$ cat src/rtl/dtmr_pkg.sv
package dtmr_pkg;
  localparam int AW = 12;
  localparam int CW = 8;
  localparam logic [4:0] OFS_LOAD  = 5'h00;
  localparam logic [4:0] OFS_VALUE = 5'h04;
  localparam logic [4:0] OFS_CTRL  = 5'h08;
  localparam logic [4:0] OFS_ICLR  = 5'h0C;
  localparam logic [4:0] OFS_RIS   = 5'h10;
  localparam logic [4:0] OFS_MIS   = 5'h14;
  localparam logic [4:0] OFS_BGLD  = 5'h18;
  localparam logic [CW-1:0] CTRL_KEEP = 8'hEF;
  localparam logic [CW-1:0] CTRL_RST  = 8'h20;
  localparam int CTRL_IE = 5;
  localparam logic [AW-1:0] OFS_TCTL = 12'hF00;
  localparam logic [AW-1:0] OFS_TOUT = 12'hF04;

  function automatic logic [7:0] id_byte(input logic [3:0] k);
    case (k)
      4'd0:    id_byte = 8'h04;
      4'd4:    id_byte = 8'h23;
      4'd5:    id_byte = 8'hB8;
      4'd6:    id_byte = 8'h1B;
      4'd8:    id_byte = 8'h0D;
      4'd9:    id_byte = 8'hF0;
      4'd10:   id_byte = 8'h05;
      4'd11:   id_byte = 8'hB1;
      default: id_byte = 8'h00;
    endcase
  endfunction
endpackage

$ cat src/rtl/dtmr_chan_regs.sv
module dtmr_chan_regs
  import dtmr_pkg::*;
#(
  parameter int DW = 32
) (
  input  logic          clk,
  input  logic          rst,
  input  logic          wr_en,
  input  logic [4:0]    sub,
  input  logic [DW-1:0] wdata,
  input  logic [DW-1:0] cnt_value,
  input  logic          expire,
  output logic [DW-1:0] rd_val,
  output logic [DW-1:0] load_o,
  output logic [CW-1:0] ctrl_o,
  output logic          ld_now_o,
  output logic          ld_bg_o,
  output logic          masked_o
);
  logic [DW-1:0] load_q;
  logic [CW-1:0] ctrl_q;
  logic          raw_q;
  logic          wr_load, wr_bg, wr_ctrl, wr_clr;

  assign wr_load = wr_en && (sub == OFS_LOAD);
  assign wr_bg   = wr_en && (sub == OFS_BGLD);
  assign wr_ctrl = wr_en && (sub == OFS_CTRL);
  assign wr_clr  = wr_en && (sub == OFS_ICLR);

  always_ff @(posedge clk) begin
    if (rst) begin
      load_q   <= '0;
      ctrl_q   <= CTRL_RST;
      raw_q    <= 1'b0;
      ld_now_o <= 1'b0;
      ld_bg_o  <= 1'b0;
    end else begin
      ld_now_o <= wr_load;
      ld_bg_o  <= wr_bg;
      if (wr_load || wr_bg) load_q <= wdata;
      if (wr_ctrl) ctrl_q <= wdata[CW-1:0] & CTRL_KEEP;
      if (expire) raw_q <= 1'b1;
      else if (wr_clr) raw_q <= 1'b0;
    end
  end

  assign masked_o = raw_q & ctrl_q[CTRL_IE];
  assign load_o   = load_q;
  assign ctrl_o   = ctrl_q;

  always_comb begin
    case (sub)
      OFS_LOAD, OFS_BGLD: rd_val = load_q;
      OFS_VALUE:          rd_val = cnt_value;
      OFS_CTRL:           rd_val = {{(DW-CW){1'b0}}, ctrl_q};
      OFS_RIS:            rd_val = {{(DW-1){1'b0}}, raw_q};
      OFS_MIS:            rd_val = {{(DW-1){1'b0}}, masked_o};
      default:            rd_val = '0;
    endcase
  end


  raw_set_chk: assert property (@(posedge clk) disable iff (rst)
    expire |=> raw_q);

  raw_clr_chk: assert property (@(posedge clk) disable iff (rst)
    (wr_clr && !expire) |=> !raw_q);

  load_store_chk: assert property (@(posedge clk) disable iff (rst)
    (wr_load || wr_bg) |=> (load_o == $past(wdata)));
endmodule

$ cat src/rtl/dtmr_irq_out.sv
module dtmr_irq_out #(
  parameter int NCH = 2
) (
  input  logic           clk,
  input  logic           rst,
  input  logic           tctl_we,
  input  logic           tout_we,
  input  logic           tctl_d,
  input  logic [NCH-1:0] tout_d,
  input  logic [NCH-1:0] masked,
  output logic           tctl_q,
  output logic [NCH-1:0] irq_ch,
  output logic           irq_any
);
  logic [NCH-1:0] tout_q, irq_nxt;

  assign irq_nxt = tctl_q ? tout_q : masked;

  always_ff @(posedge clk) begin
    if (rst) begin
      tctl_q  <= 1'b0;
      tout_q  <= '0;
      irq_ch  <= '0;
      irq_any <= 1'b0;
    end else begin
      if (tctl_we) tctl_q <= tctl_d;
      if (tout_we) tout_q <= tout_d;
      irq_ch  <= irq_nxt;
      irq_any <= |irq_nxt;
    end
  end


  test_follow_chk: assert property (@(posedge clk) disable iff (rst)
    tctl_q |=> (irq_ch == $past(tout_q)));

  func_follow_chk: assert property (@(posedge clk) disable iff (rst)
    !tctl_q |=> (irq_ch == $past(masked)));

  any_or_chk: assert property (@(posedge clk) disable iff (rst)
    irq_any == (|irq_ch));
endmodule

$ cat src/rtl/dtmr_apb_front.sv
module dtmr_apb_front
  import dtmr_pkg::*;
#(
  parameter int NCH = 2,
  parameter int DW  = 32
) (
  input  logic              pclk,
  input  logic              prst,
  input  logic              psel,
  input  logic              penable,
  input  logic              pwrite,
  input  logic [AW-1:0]     paddr,
  input  logic [DW-1:0]     pwdata,
  output logic [DW-1:0]     prdata,
  output logic              pready,
  output logic              pslverr,
  input  logic [NCH*DW-1:0] cnt_value,
  input  logic [NCH-1:0]    cnt_expire,
  output logic [NCH*DW-1:0] ld_value,
  output logic [NCH*CW-1:0] ld_ctrl,
  output logic [NCH-1:0]    ld_now,
  output logic [NCH-1:0]    ld_bg,
  output logic [NCH-1:0]    irq_ch,
  output logic              irq_any
);
  localparam int CSW = (NCH > 1) ? $clog2(NCH) : 1;

  logic          wr_acc, rd_setup, bank_hit, id_hit, tctl_q;
  logic [4:0]    sub;
  logic [CSW-1:0] csel;
  logic [DW-1:0] chan_rd [NCH];
  logic [NCH-1:0] masked;
  logic [DW-1:0] rd_mux;
  logic          unused_addr;

  assign pready      = 1'b1;
  assign pslverr     = 1'b0;
  assign unused_addr = ^paddr[1:0];

  assign wr_acc   = psel && penable && pwrite;
  assign rd_setup = psel && !penable && !pwrite;
  assign bank_hit = (paddr < OFS_TCTL) && (paddr[AW-1:5] < 7'(NCH));
  assign id_hit   = (paddr[AW-1:6] == 6'h3F) && (paddr[5:4] != 2'b00);
  assign sub      = {paddr[4:2], 2'b00};
  assign csel     = paddr[5 +: CSW];

  for (genvar i = 0; i < NCH; i++) begin : g_chan
    dtmr_chan_regs #(.DW(DW)) u_chan (
      .clk      (pclk),
      .rst      (prst),
      .wr_en    (wr_acc && bank_hit && (csel == CSW'(i))),
      .sub      (sub),
      .wdata    (pwdata),
      .cnt_value(cnt_value[i*DW +: DW]),
      .expire   (cnt_expire[i]),
      .rd_val   (chan_rd[i]),
      .load_o   (ld_value[i*DW +: DW]),
      .ctrl_o   (ld_ctrl[i*CW +: CW]),
      .ld_now_o (ld_now[i]),
      .ld_bg_o  (ld_bg[i]),
      .masked_o (masked[i])
    );
  end

  dtmr_irq_out #(.NCH(NCH)) u_irq (
    .clk    (pclk),
    .rst    (prst),
    .tctl_we(wr_acc && (paddr[AW-1:2] == OFS_TCTL[AW-1:2])),
    .tout_we(wr_acc && (paddr[AW-1:2] == OFS_TOUT[AW-1:2])),
    .tctl_d (pwdata[0]),
    .tout_d (pwdata[NCH-1:0]),
    .masked (masked),
    .tctl_q (tctl_q),
    .irq_ch (irq_ch),
    .irq_any(irq_any)
  );

  always_comb begin
    rd_mux = '0;
    if (bank_hit)
      rd_mux = chan_rd[csel];
    else if (paddr[AW-1:2] == OFS_TCTL[AW-1:2])
      rd_mux = {{(DW-1){1'b0}}, tctl_q};
    else if (id_hit)
      rd_mux = {{(DW-8){1'b0}}, id_byte(paddr[5:2] - 4'd4)};
  end

  always_ff @(posedge pclk) begin
    if (prst) prdata <= '0;
    else if (rd_setup) prdata <= rd_mux;
  end


  rd_unmapped_chk: assert property (@(posedge pclk) disable iff (prst)
    (rd_setup && !bank_hit && !id_hit && (paddr[AW-1:2] != OFS_TCTL[AW-1:2]))
      |=> (prdata == '0));
endmodule

$ cat config.mk
export PLATFORM = sky130hd
export DESIGN_NAME = dtmr_apb_front
export DESIGN_NICKNAME = d
export VERILOG_FILES = /design/src/rtl/dtmr_pkg.sv /design/src/rtl/dtmr_chan_regs.sv /design/src/rtl/dtmr_irq_out.sv /design/src/rtl/dtmr_apb_front.sv
export SDC_FILE = /design/constraint.sdc
export NUM_CORES = 1
export LEC_CHECK = 0
export ABC_AREA = 1
export BUFFER_PORTS_ARGS = -buffer_cell sky130_fd_sc_hd__buf_4
export CAP_MARGIN = 20
export CORE_UTILIZATION = 40
export DETAILED_ROUTE_END_ITERATION = 12
export PLACE_DENSITY = 0.68
export SLEW_MARGIN = 25
export SYNTH_ARGS = -nofsm -noshare
export SYNTH_HDL_FRONTEND = slang
export SYNTH_SLANG_ARGS = --single-unit
$ cat constraint.sdc
create_clock -name pclk -period 2.75 [get_ports pclk]
set_input_delay 0.1375 -clock pclk [delete_from_list [all_inputs] [get_ports pclk]]
set_output_delay 0.1375 -clock pclk [all_outputs]
set_load 0.03 [all_outputs]
==> qor.yml <==
run_status:
  outcome: "finished clean"
clock_tree:
  cts_tree: "done"
  clock_sinks: 122
  clkLatencyLatePin_ns: 0.41
  clock_path_buffers: 2
  htree_levels: 4
  clockRootBuffer: "clkbuf_16"
  clkTransAtPathRegs_ns: 0.05
  cts_buffers: 17
logic_synthesis:
  netlist_instances: 867
  synth.avg_cell_area_um2: 6.74
  synth_area_um2: 5850
  yosysWarningCount: 0
  yosys.cell_types.count: 27
  ys_seq_area_frac: 0.418
  ys_seq_elements: 122
global_route:
  antenna_found_initial: 0
  grt_pass1_wl_mm: 32.7
  grt_usage: 0.287
  gr-total-overflow: 0
  grt_max_degree: 60
  grt_pass1_vias: 6291
routing:
  drc_errors: 0
  dr.first_iter.drc_count: 491
  final_antenna_net_count: 0
  wire_per_inst_um: 16.5
  wl_mm: 21.3
  vias: 6778
  vias_per_cell: 5.26
  first_pass_iters: 5
min_path:
  min_from: "pwdata[0]"
  hold_depth: 3
  min_to: "g_chan[1].u_chan.load_o[0]"
  hp-class: "in -> reg"
layout:
  fin_area_um2: 8540
  antenna_cells: 0
  area_delta_synth_final_pct: 46.1
  fin_nets: 1217
  drive_gt1_frac: 0.257
  finalCoreUtilization: 0.608
sta:
  period_needed_ns: 1.75
  setup_tns_ns: 0
  fmax_ghz: 0.571
  worst_slack_ns: 0.998
  finalClockSkew_ns: 0.00675
  rsz0062_at_grt: "false"
  worstMarginPinSlew_ns: 0.764
  slew_headroom: 0.489
  setup_viol: 0
  final_hold_viol_count: 0
  slew_viol_final: 0
  period_share: 0.637
worst_setup_path:
  rrSetupSlack_ns: 1.66
  cpMostUsedCell: "nor2_1"
  r2r_cells: 6
  endpoint_kind: "flip-flop"
  cpPeakStageDelay_ns: 0.55
  crit_chain: "buf_4 > inv_1 > ha_1 > nand2_1 > nand2_4 > nand2_2 > nor2_1 > nor2_1"
  reg2reg_from: "g_chan[1].u_chan.ctrl_o[5]"
  crit_arrival_ns: 2.05
  critPathKind: "in -> reg"
  crit_path_top_delay_cell: "nand2_2"
  critPathLaunchType: "input port"
  cp_data_required_time_ns: 3.05
  cp_max_fo: 38
  r2r-end: "prdata[0]"
floorplan:
  initial_core_util: 0.416
  rows: 43
  die_w_um: 123
  io_pins: 236
  core_area_um2: 14000
  die_y_um: 123
  die_area_um2: 15100
run:
  maxCapViolCount: 0
power:
  cellPowerDensity_nw_per_um2: 523
  ir_worst_vdd_v: 0.000484
  p_leak_nw: 3.67
placement:
  dpl_worst_slack_ns: 0.569
  place_area_um2: 7620
  dp_hpwl_mm: 14.3
  gp_congestion: 0.876
  portBuffers: 229
cell usage in the layout (no fill, tap or decap), drive strengths merged, types with 5 or more instances in the layout:
master,netlist,layout
nor2,102,102
dfxtp,122,122
nand2,254,254
a21oi,86,86
nor3,12,12
o21ai,49,49
inv,26,26
nand3,99,99
clkbuf,21,24
clkinv,0,5
nand4,38,38
ha,6,6
buf,46,242
dlygate4sd3,0,33
timing repair:
item | 4_1_cts | 5_1_grt
endpoints found under the hold margin | 53 | 0
setup buffers | 0 | 0
hold buffers | 33 | 0
gates resized for setup | 0 | 0
sequential cells by signal (all words and copies together) (netlist names):
register and cells:
u_irq.tout_q 2, g_chan.u_chan.ld_bg_o 2, u_irq.tctl_q 1, g_chan.u_chan.ld_now_o 2, g_chan.u_chan.ctrl_o 14, prdata 32
g_chan.u_chan.raw_q 2, u_irq.irq_ch 2, g_chan.u_chan.load_o 64, u_irq.irq_any 1
cells in the mapped netlist (all sizes together):
master	count	area share
clkbuf	21	0.013
buf	46	0.044
nor2	102	0.071
a22oi	1	0.0013
nand2	254	0.16
conb	2	0.0013
nand3	99	0.086
a211oi	1	0.0013
a21oi	86	0.074
nor3b	1	0.0013
o21ai	49	0.042
nand4	38	0.041
nor3	12	0.012
dfxtp	122	0.42
inv	26	0.017
a31oi	1	0.0011
ha	6	0.013
critical path, delay by kind of cell:
family / cells / cell delay, ns
simple gates: 5 / 1.38
fa+ha+maj: 1 / 0.28
buf+inv: 2 / 0.23
layout make-up:
class                           instances  area, µm²
Clock buffer                           24        502
Sequential cell                       122       2440
Inverter                               26       97.6
Tap cell                              180        225
Clock inverter                          7       88.8
Timing Repair Buffer                  275       2200
Multi-Input combinational cell        654       2990
Fill cell                            1324       5500
power by group:
group | internal [mW] | total, mW | switching [mW]
Clock | 1.44 | 2.22 | 0.773
Sequential | 1.78 | 1.79 | 0.00666
Combinational | 0.206 | 0.469 | 0.263
Total | 3.43 | 4.47 | 1.04
routing by layer:
metal | wire, µm | global-route usage | up-vias
met3 | 1490 | 0.0544 | 44
met2 | 9880 | 0.460 | 293
li1 | - | - | 3327
met4 | 747 | 0.139 | 0
met1 | 9150 | 0.368 | 3114
met5 | 0 | 0 | -
worst max-delay path by stage:
stage / from / end / cells after the start
finish: paddr[3] / g_chan[1].u_chan.load_o[12] / 8
CTS: paddr[3] / g_chan[1].u_chan.load_o[12] / 8
global placement: paddr[2] / g_chan[1].u_chan.load_o[9] / 8
global route: paddr[3] / g_chan[1].u_chan.load_o[4] / 8
floorplan: paddr[5] / prdata[0] / 10
detailed placement: paddr[3] / g_chan[1].u_chan.load_o[12] / 8
metrics by stage:
| step | power, mW | instances | hold slack, ns |
|---|---|---|---|
| after floorplan | 2.04 | 869 | 0.251 |
| after global placement | 2.25 | 1224 | 0.369 |
| after detailed placement | 2.25 | 1224 | 0.377 |
| after CTS | 4.51 | 1288 | 0.00165 |
| after global routing | 4.62 | 1288 | 0.0233 |
| final | 4.47 | 1288 | 0.0293 |
cell families (layout without fill, tap and decap cells):
kind of cell,Yosys count,count (layout),share of synthesized area
AOI/OAI and AO/OA,138,138,0.119
adders and majority gates,6,6,0.0128
buffers and inverters,93,332,0.0741
DFF,122,122,0.418
other,2,4,0.00128
and+or+nand+nor,506,506,0.375
Power figures use the tool's default switching activity.
